[config.mk]
export PLATFORM = sky130hd
export DESIGN_NAME = wdt_top
export DESIGN_NICKNAME = d
export VERILOG_FILES = /design/src/rtl/wdt_pkg.sv /design/src/rtl/wdt_pulse.sv /design/src/rtl/wdt_ctrl.sv /design/src/rtl/wdt_datapath.sv /design/src/rtl/wdt_top.sv
export SDC_FILE = /design/constraint.sdc
export NUM_CORES = 1
export LEC_CHECK = 0
export CAP_MARGIN = 20
export CORE_UTILIZATION = 50
export DETAILED_ROUTE_END_ITERATION = 10
export DONT_BUFFER_PORTS = 1
export MAX_ROUTING_LAYER = met4
export PLACE_DENSITY = 0.68
export SETUP_SLACK_MARGIN = 0.4
export SLEW_MARGIN = 20
export SYNTH_ARGS = -nofsm -noshare
export SYNTH_HDL_FRONTEND = slang
export SYNTH_SLANG_ARGS = --single-unit
export TNS_END_PERCENT = 30
[constraint.sdc]
create_clock -name clk -period 4.16 [get_ports clk]
set_clock_uncertainty 0.1 [all_clocks]
set_input_delay 0 -clock clk [delete_from_list [all_inputs] [get_ports clk]]
set_output_delay 0 -clock clk [all_outputs]
set_load 0.02 [all_outputs]
[src/rtl/wdt_pkg.sv]
package wdt_pkg;
  localparam int STAGES = 4;
  localparam int STG_W  = $clog2(STAGES);
  localparam int ACT_W  = 3;
  localparam int LEN_W  = 3;
  localparam int ADDR_W = 3;

  // control register layout
  localparam int BIT_EN      = 0;
  localparam int BIT_BOOT    = 1;
  localparam int BIT_PAUSE   = 2;
  localparam int ACT_LSB     = 3;
  localparam int SYS_LEN_LSB = ACT_LSB + STAGES * ACT_W;
  localparam int CPU_LEN_LSB = SYS_LEN_LSB + LEN_W;
  localparam int CTRL_W      = CPU_LEN_LSB + LEN_W;

  localparam logic [ADDR_W-1:0] ADDR_KEY    = 3'd0;
  localparam logic [ADDR_W-1:0] ADDR_CTRL   = 3'd1;
  localparam logic [ADDR_W-1:0] ADDR_FEED   = 3'd2;
  localparam logic [ADDR_W-1:0] ADDR_TMO0   = 3'd3;
  localparam logic [ADDR_W-1:0] ADDR_STATUS = 3'd7;

  typedef enum logic [ACT_W-1:0] {
    ACT_OFF  = 3'd0,
    ACT_IRQ  = 3'd1,
    ACT_CPU  = 3'd2,
    ACT_SYS  = 3'd3,
    ACT_FULL = 3'd4
  } act_e;

  localparam int RST_KINDS = 3;
  localparam int RK_CPU    = 0;
  localparam int RK_SYS    = 1;
  localparam int RK_FULL   = 2;

  typedef struct packed {
    logic              wrCtrl;
    logic [STAGES-1:0] wrTmo;
    logic              feed;
    logic              irqClr;
  } wdtStb_t;
endpackage

[src/rtl/wdt_pulse.sv]
module wdt_pulse
  import wdt_pkg::*;
#(
  parameter int CODE_W = LEN_W
) (
  input  logic              clk,
  input  logic              rstN,
  input  logic              trig,
  input  logic [CODE_W-1:0] code,
  output logic              pulseOut
);
  localparam int CNT_W = (1 << CODE_W) + 1;

  logic [CNT_W-1:0] remain;

  always_ff @(posedge clk or negedge rstN) begin
    if (!rstN) begin
      remain <= '0;
    end else if (trig) begin
      remain <= CNT_W'(1) << ({1'b0, code} + (CODE_W + 1)'(1));
    end else if (remain != '0) begin
      remain <= remain - CNT_W'(1);
    end
  end

  assign pulseOut = |remain;
endmodule

[src/rtl/wdt_ctrl.sv]
module wdt_ctrl
  import wdt_pkg::*;
#(
  parameter int                DATA_W  = 32,
  parameter logic [DATA_W-1:0] KEY_VAL = '0
) (
  input  logic              clk,
  input  logic              rstN,
  input  logic              wrEn,
  input  logic [ADDR_W-1:0] addr,
  input  logic [DATA_W-1:0] wdata,
  output wdtStb_t           stb,
  output logic              locked
);
  logic [DATA_W-1:0] keyReg;

  always_ff @(posedge clk or negedge rstN) begin
    if (!rstN) begin
      keyReg <= '0;
    end else if (wrEn && addr == ADDR_KEY) begin
      keyReg <= wdata;
    end
  end

  assign locked = (keyReg != KEY_VAL);

  always_comb begin
    stb.wrCtrl = wrEn && !locked && (addr == ADDR_CTRL);
    stb.feed   = wrEn && !locked && (addr == ADDR_FEED) && wdata[0];
    stb.irqClr = wrEn && (addr == ADDR_STATUS) && wdata[1];
  end

  for (genvar s = 0; s < STAGES; s++) begin : gTmoStb
    assign stb.wrTmo[s] = wrEn && !locked && (addr == ADDR_TMO0 + ADDR_W'(s));
  end
endmodule

[src/rtl/wdt_datapath.sv]
module wdt_datapath
  import wdt_pkg::*;
#(
  parameter int                DATA_W  = 32,
  parameter logic [DATA_W-1:0] DEF_TMO = 32'd2000
) (
  input  logic              clk,
  input  logic              rstN,
  input  wdtStb_t           stb,
  input  logic              locked,
  input  logic [ADDR_W-1:0] addr,
  input  logic [DATA_W-1:0] wdata,
  input  logic              sleepIn,
  output logic [DATA_W-1:0] rdata,
  output logic              irqOut,
  output logic              cpuRstOut,
  output logic              sysRstOut,
  output logic              fullRstOut,
  output logic [CTRL_W-1:0] ctrlReg,
  output logic              running,
  output logic [STG_W-1:0]  stagePtr,
  output logic [DATA_W-1:0] cntVal
);
  logic [DATA_W-1:0]    tmoReg [STAGES];
  logic                 done;
  logic                 irqReg;
  logic                 paused;
  logic                 hit;
  logic                 expire;
  logic [DATA_W-1:0]    curTmo;
  logic [ACT_W-1:0]     curAct;
  logic [LEN_W-1:0]     cpuLen;
  logic [LEN_W-1:0]     sysLen;
  logic [RST_KINDS-1:0] trigVec;
  logic [RST_KINDS-1:0] pulseVec;

  // configuration registers
  always_ff @(posedge clk or negedge rstN) begin
    if (!rstN) begin
      ctrlReg <= '0;
    end else if (stb.wrCtrl) begin
      ctrlReg <= wdata[CTRL_W-1:0];
    end
  end

  for (genvar s = 0; s < STAGES; s++) begin : gTmo
    always_ff @(posedge clk or negedge rstN) begin
      if (!rstN) begin
        tmoReg[s] <= DEF_TMO;
      end else if (stb.wrTmo[s]) begin
        tmoReg[s] <= wdata;
      end
    end
  end

  assign running = ctrlReg[BIT_EN] | ctrlReg[BIT_BOOT];
  assign paused  = ctrlReg[BIT_PAUSE] & sleepIn;
  assign cpuLen  = ctrlReg[CPU_LEN_LSB +: LEN_W];
  assign sysLen  = ctrlReg[SYS_LEN_LSB +: LEN_W];

  always_comb begin
    curTmo = tmoReg[0];
    curAct = ctrlReg[ACT_LSB +: ACT_W];
    for (int i = 0; i < STAGES; i++) begin
      if (stagePtr == STG_W'(i)) begin
        curTmo = tmoReg[i];
        curAct = ctrlReg[ACT_LSB + ACT_W * i +: ACT_W];
      end
    end
  end

  assign hit    = ({1'b0, cntVal} + (DATA_W + 1)'(1)) >= {1'b0, curTmo};
  assign expire = running && !stb.feed && !done && !paused && hit;

  // stage sequencer
  always_ff @(posedge clk or negedge rstN) begin
    if (!rstN) begin
      cntVal   <= '0;
      stagePtr <= '0;
      done     <= 1'b0;
    end else if (!running || stb.feed) begin
      cntVal   <= '0;
      stagePtr <= '0;
      done     <= 1'b0;
    end else if (!done && !paused) begin
      if (hit) begin
        cntVal <= '0;
        if (stagePtr == STG_W'(STAGES - 1)) begin
          done <= 1'b1;
        end else begin
          stagePtr <= stagePtr + STG_W'(1);
        end
      end else begin
        cntVal <= cntVal + DATA_W'(1);
      end
    end
  end

  // sticky interrupt
  always_ff @(posedge clk or negedge rstN) begin
    if (!rstN) begin
      irqReg <= 1'b0;
    end else if (expire && curAct == ACT_IRQ) begin
      irqReg <= 1'b1;
    end else if (stb.irqClr) begin
      irqReg <= 1'b0;
    end
  end
  assign irqOut = irqReg;

  // reset pulse generators
  for (genvar k = 0; k < RST_KINDS; k++) begin : gPulse
    localparam act_e KACT = (k == RK_CPU) ? ACT_CPU : (k == RK_SYS) ? ACT_SYS : ACT_FULL;
    assign trigVec[k] = expire && (curAct == KACT);
    wdt_pulse #(.CODE_W(LEN_W)) uPulse (
      .clk     (clk),
      .rstN    (rstN),
      .trig    (trigVec[k]),
      .code    ((k == RK_CPU) ? cpuLen : sysLen),
      .pulseOut(pulseVec[k])
    );
  end

  assign cpuRstOut  = pulseVec[RK_CPU];
  assign sysRstOut  = pulseVec[RK_SYS];
  assign fullRstOut = pulseVec[RK_FULL];

  // read mux
  always_comb begin
    rdata = '0;
    case (addr)
      ADDR_KEY:    rdata[0] = locked;
      ADDR_CTRL:   rdata[CTRL_W-1:0] = ctrlReg;
      ADDR_STATUS: rdata[STG_W+2:0] = {locked, stagePtr, irqReg, running};
      default:     rdata = '0;
    endcase
    for (int i = 0; i < STAGES; i++) begin
      if (addr == ADDR_TMO0 + ADDR_W'(i)) rdata = tmoReg[i];
    end
  end
endmodule

[src/rtl/wdt_top.sv]
module wdt_top
  import wdt_pkg::*;
#(
  parameter int                DATA_W  = 32,
  parameter logic [DATA_W-1:0] KEY_VAL = 32'hA5C3_9E17,
  parameter logic [DATA_W-1:0] DEF_TMO = 32'd2000
) (
  input  logic              clk,
  input  logic              rstN,
  input  logic              wrEn,
  input  logic [ADDR_W-1:0] addr,
  input  logic [DATA_W-1:0] wdata,
  output logic [DATA_W-1:0] rdata,
  input  logic              sleepIn,
  output logic              irqOut,
  output logic              cpuRstOut,
  output logic              sysRstOut,
  output logic              fullRstOut
);
  wdtStb_t           stb;
  logic              locked;
  logic [CTRL_W-1:0] ctrlReg;
  logic              running;
  logic [STG_W-1:0]  stagePtr;
  logic [DATA_W-1:0] cntVal;

  wdt_ctrl #(.DATA_W(DATA_W), .KEY_VAL(KEY_VAL)) uCtrl (
    .clk   (clk),
    .rstN  (rstN),
    .wrEn  (wrEn),
    .addr  (addr),
    .wdata (wdata),
    .stb   (stb),
    .locked(locked)
  );

  wdt_datapath #(.DATA_W(DATA_W), .DEF_TMO(DEF_TMO)) uDp (
    .clk       (clk),
    .rstN      (rstN),
    .stb       (stb),
    .locked    (locked),
    .addr      (addr),
    .wdata     (wdata),
    .sleepIn   (sleepIn),
    .rdata     (rdata),
    .irqOut    (irqOut),
    .cpuRstOut (cpuRstOut),
    .sysRstOut (sysRstOut),
    .fullRstOut(fullRstOut),
    .ctrlReg   (ctrlReg),
    .running   (running),
    .stagePtr  (stagePtr),
    .cntVal    (cntVal)
  );
endmodule

# Word level (Yosys, flattened, before mapping)

Index checks and enable logic that the tools add are counted.

Bits in registers: 244
Bits of input ports: 39
Output and inout port bits: 36
Word-level logic and storage cells: 116

Add/sub/neg operators: 8
Order comparisons: 1
Eq/ne operators: 16
Shift-type cells: 2
Multiplexer cells: 32
Bitwise operators: 2
Reduce and logical (&&, ||, !) cells: 42

Operators by type and width:

| cell                    | number |
|---|---|
| $mux W32                | 10 |
| $mux W9                 | 6 |
| $add A32 B1 Y33 const B | 1 |
| $ge A33 B32 Y1          | 1 |
| $add A32 B1 Y32 const B | 1 |
| $ne A32 B32 Y1 const B  | 1 |
| $reduce_bool A9 Y1      | 3 |
| $reduce_or A9 Y1        | 3 |
| $sub A9 B1 Y9 const B   | 3 |
| $logic_and A1 B1 Y1     | 20 |
| $shl A1 B4 Y9 const A   | 2 |
| $mux W16                | 1 |
| $eq A3 B3 Y1 const B    | 5 |
| $reduce_bool A2 Y1      | 7 |
| $eq A3 B2 Y1 const B    | 4 |
| $mux W3                 | 3 |
| $add A3 B1 Y4 const B   | 2 |
| $mux W2                 | 4 |
| $pmux W4 S2             | 1 |
| $eq A3 B1 Y1 const B    | 2 |
| $mux W1                 | 6 |
| $reduce_and A3 Y1       | 2 |
| $logic_not A1 Y1        | 5 |
| $eq A2 B2 Y1 const B    | 2 |
| other kinds (8)         | 8 |

# Depth between registers and ports, before layout

Depth after elaboration: 12
Mapped depth: 19
Gate-level depth less buffers: 15

# Modules after synthesis

Synthesis repeated with hierarchy kept, for this count alone.

Cells, all modules: 1335
Area total of the unflattened synthesis: 13989.7 um^2

By module, submodules not included:

| module       | instances | cells each | area each (um^2) | seq. area each (um^2) |
|---|---|---|---|---|
| wdt_datapath | 1         | 1031       | 10809.1          | 4659.5 |
| wdt_pulse    | 3         | 69         | 601.8            | 225.2 |
| wdt_ctrl     | 1         | 97         | 1375.1           | 800.8 |

# Least setup slack after synthesis

OpenSTA, ideal clock, no wires.

Path type: register -> register
Start: reg uDp.cntVal[0]
End: reg uDp.cntVal[13]
Library setup time: 126 ps
Arrival time: 3864 ps
Data required time: 3934 ps
Setup slack: 70 ps
Cell stages (with the launch flop): 19
Buffers on the path: 3
Clock period less this slack: 4090 ps
Cell sequence: dfrtp_1 ha_1 and4_2 nand4_1 nor2b_1 clkbuf_1 nand3_1 nor2_1 xor2_1 ha_1 nand4_1 nor4_1 nand3_1 o2111ai_1 or2_1 buf_6 nor3_2 buf_6 a221o_1

Word-level cells in the longest chain between the ends: 5
Elaborated cells between the ends (all ways): 6
Those cells by class: add/sub: 2; order compare: 1; mux: 3

RTL lines:

| item                     | RTL line           | source |
|---|---|---|
| start: declaration       | wdt_datapath.sv:22 | `output logic [DATA_W-1:0] cntVal` |
| start signal: assignment | wdt_datapath.sv:94 | `cntVal <= cntVal + DATA_W'(1);` |
| $add A32 B1 Y33          | wdt_datapath.sv:72 | `assign hit = ({1'b0, cntVal} + (DATA_W + 1)'(1)) >= {1'b0, curTmo};` |
| $ge A33 B32 Y1           | wdt_datapath.sv:72 |  |
| $mux W32 *               | wdt_datapath.sv:86 | `if (hit) begin` |
| $mux W32 *               | wdt_datapath.sv:85 | `end else if (!done && !paused) begin` |
| $mux W32 *               | wdt_datapath.sv:81 | `end else if (!running \|\| stb.feed) begin` |

Every way passes the cells marked *; elsewhere a longest branch is shown, timed or not. The select of a mux whose other input is x is not followed.
A chain may end at the register's enable or synchronous reset.

# Worst setup path after layout

Start: reg uDp.cntVal[1]
End: reg uDp.cntVal[20]

Same word-level chain as after synthesis.

==> results_dict.tcl <==
set metrics [dict create \
    numCtsBuffers 26 \
    num_vias 10200 \
    cts_tree "built" \
    critical-path-slowest-cell "dfrtp_1" \
    num_rows 60 \
    crit_fanout 4 \
    clk_pin_slew_ns 0.07 \
    drive_gt1_frac 0.296 \
    synth_ff_type "dfrtp_1" \
    pwr_density_cell_nw_per_um2 492 \
    pre_cts_ws_ns -0.0553 \
    grt_setup_unrepaired "yes" \
    violations "hold timing" \
    crit_path_end "uDp.cntVal[20]" \
    endpoint_kind "flip-flop" \
    worstRegToRegCells 23 \
    synth_compound_area_frac 0.103 \
    hold-worst-slack_ns -0.921 \
    outcome "finished with violations" \
    rr_endpoint "uDp.cntVal[20]" \
    avgSynthCellArea_um2 10.7 \
    grt_pass1_vias 10600 \
    wl_per_cell_um 21.0 \
    viasPerCell 6.00 \
    crit_start "uDp.cntVal[1]" \
    final_area_um2 16200 \
    synth_mux_area_frac 0.231 \
    yosys_register_bits 244 \
    required_ns 4.47 \
    synth_area_leaders "dfrtp_1 40%, mux2_2 15%, mux2i_1 8.0%" \
    synth_edf_count 0 \
    tightest_slew_ns 1.01 \
    cts_hold_buf 40 \
    slowest_delay_ns 0.38 \
    multi_input_area_um2 7330 \
    worstPathArrival_ns 4.35 \
    synthSimpleGateAreaFrac 0.115 \
    grt_use_total 0.266 \
    synth.most_common_cell "dfrtp_1" \
    fillers 2129 \
    antenna_found_initial 0 \
    register_area_um2 6140 \
    hp-class "in -> async" \
    synth_top_family_by_area "multiplexers" \
    use_met2 0.428 \
    gp_congestion 0.892 \
    synth-adder-area-share 0.0358 \
    insertedDiodeCount 0 \
    p_leak_nw 7.54 \
    initial_core_util 0.507 \
    power.total_mw 7.96 \
    ys_seq_area_frac 0.450 \
    yosysWarnings 0 \
    dpl_cell_area_um2 14200 \
    syn_inst 1270 \
    finish.utilization 0.602 \
    die-area_um2 27900 \
    die_h_um 167 \
    cts-root-buf "clkbuf_16" \
    max_freq_ghz 0.248 \
    insertion_delay_ns 0.53 \
    wl_mm 35.9 \
    yosys.area.top_type "dfrtp_1" \
    cts_buffer_depth 3 \
    start_kind "flip-flop" \
    port_buffers 0 \
    ir_drop_mv 0.374 \
    die_w_um 167 \
    critical_path.cell_chain "ha_2 > and4_4 > nand4_1 > nor2b_2 > buf_6 > nand4_1 > buf_4 > buf_4 > buf_4 > buf_4 > buf_4 > buf_4 > buf_4 > buf_4 > buf_4 > buf_4 > buf_4 > buf_4 > buf_4 > buf_4 > buf_4 > and3_1 > a221o_1" \
    async_reset_ff_frac 1.00 \
    r2r_start "uDp.cntVal[1]" \
    firstDrtPassIters 7 \
    busiest_layer "met2" \
    synth_xor_area_frac 0.0334 \
    drv_cap 0 \
    synth_top_area_frac 0.404 \
    layout_worst_path_cycle_share 0.970 \
    setup_viol 0 \
    clock_sinks 244 \
    synth_cell_type_count 69 \
    fin_ws_ns 0.126 \
    syn_area_um2 13600 \
    synthTopCellsByCount "220 x dfrtp_1, 181 x mux2_2, 130 x nor2_1" \
    r2r_slack_ns 0.13 \
    slew-limit-headroom 0.321 \
    grt_overflow 0 \
    drtIter0Drc 682 \
    synth_fp_nets 1348 \
    fin_nets 1425 \
    core_area_um2 26900 \
    ant_nets 0 \
    route.detailed.drc 0 \
    met1_usage 0.348 \
    io_pins 75 \
    grt_pass1_wl_mm 57.4 \
    grtUsageMet3 0.0416 \
    critPathKind "reg -> reg" \
    slew_violations 0 \
    fin_crit_ns 4.03 \
    cts_max_level 1 \
    hold_violations 244 \
    dpl.hpwl_mm 22.5 \
    grt_max_degree 245 \
    syn_to_final_growth_pct 18.6 \
    crit_path_frequent_cell "buf_4" \
]
[worst max-delay path, delay by kind of cell, from the launching register on]
kind	cells	cell delay, ns
buffers and inverters	16	2.01
adder cells (fa/ha/maj)	1	0.19
flip-flops	1	0.38
AND/OR/NAND/NOR	5	0.96
AO/OA/AOI/OAI	1	0.27
[metrics by stage]
stage,cells,TNS [ns]
2_1_floorplan,1270,0
3_3_place_gp,1576,0
3_5_place_dp,1576,-0.661
4_1_cts,1693,0
5_1_grt,1708,-0.199
6_report,1708,0
[layout by cell type, fill, tap and decap left out, types with 33 or more instances in the layout]
master / count
dlygate4sd3_1: 40
nand2_1: 69
buf_4: 76
mux2i_1: 108
dfrtp_1: 219
ha_1: 35
mux2_2: 179
a21oi_1: 89
nor2_1: 126
xnor2_1: 33
[where the power goes]
group          total (mW)  switching (mW)  internal (mW)
Combinational        2.57            1.38           1.18
Clock                2.55           0.975           1.57
Sequential           2.85           0.223           2.63
[metal layers]
| metal | share of wire | routed length [um] |
|---|---|---|
| met4 | 0.024 | 879 |
| met2 | 0.48 | 17100 |
| met3 | 0.054 | 1930 |
| met1 | 0.45 | 16000 |
| met5 | 0 | 0 |
[cell families (layout without fill, tap and decap cells)]
family,after synthesis,in the layout
buffers and inverters,104,201
XOR/XNOR,52,52
multiplexers,291,291
flip-flops,244,244
AO/OA/AOI/OAI,223,223
adder cells (fa/ha/maj),39,39
AND/OR/NAND/NOR,317,317
[flip-flops by register name (all words and copies together), names as in the netlist]
register                  flops
uDp.irqOut                    1
uDp.stagePtr                  2
uDp.done                      1
uDp.ctrlReg                  21
uDp.gPulse.uPulse.remain     27
uDp.tmoReg                  128
uCtrl.keyReg                 32
uDp.cntVal                   32
[what timing repair did]
action	CTS	global route
buffers inserted	29	15
pin swaps	17	18
resized for setup	34	16
endpoints found under the setup margin	63	64
endpoints found under the hold margin	440	244
[how the worst min path moves through the flow]
stage                            end  slack (ns)  cells past startpoint
global placement    uCtrl.keyReg[20]       -0.38                      0
detailed placement  uCtrl.keyReg[20]       -0.38                      0
finish              uCtrl.keyReg[20]       -0.92                      0
global route        uCtrl.keyReg[20]       -0.94                      0
floorplan            uCtrl.keyReg[0]       -0.40                      0
CTS                 uCtrl.keyReg[20]       -0.94                      0
[final cells by class]
type / count / area share
Inverter: 21 / 0.00488
Clock buffer: 38 / 0.0493
Timing Repair Buffer: 132 / 0.0768
Multi-Input combinational cell: 922 / 0.454
Tap cell: 341 / 0.0264
Clock inverter: 10 / 0.00944
Sequential cell: 244 / 0.380
No activity file was read; power rests on OpenSTA's default activity.
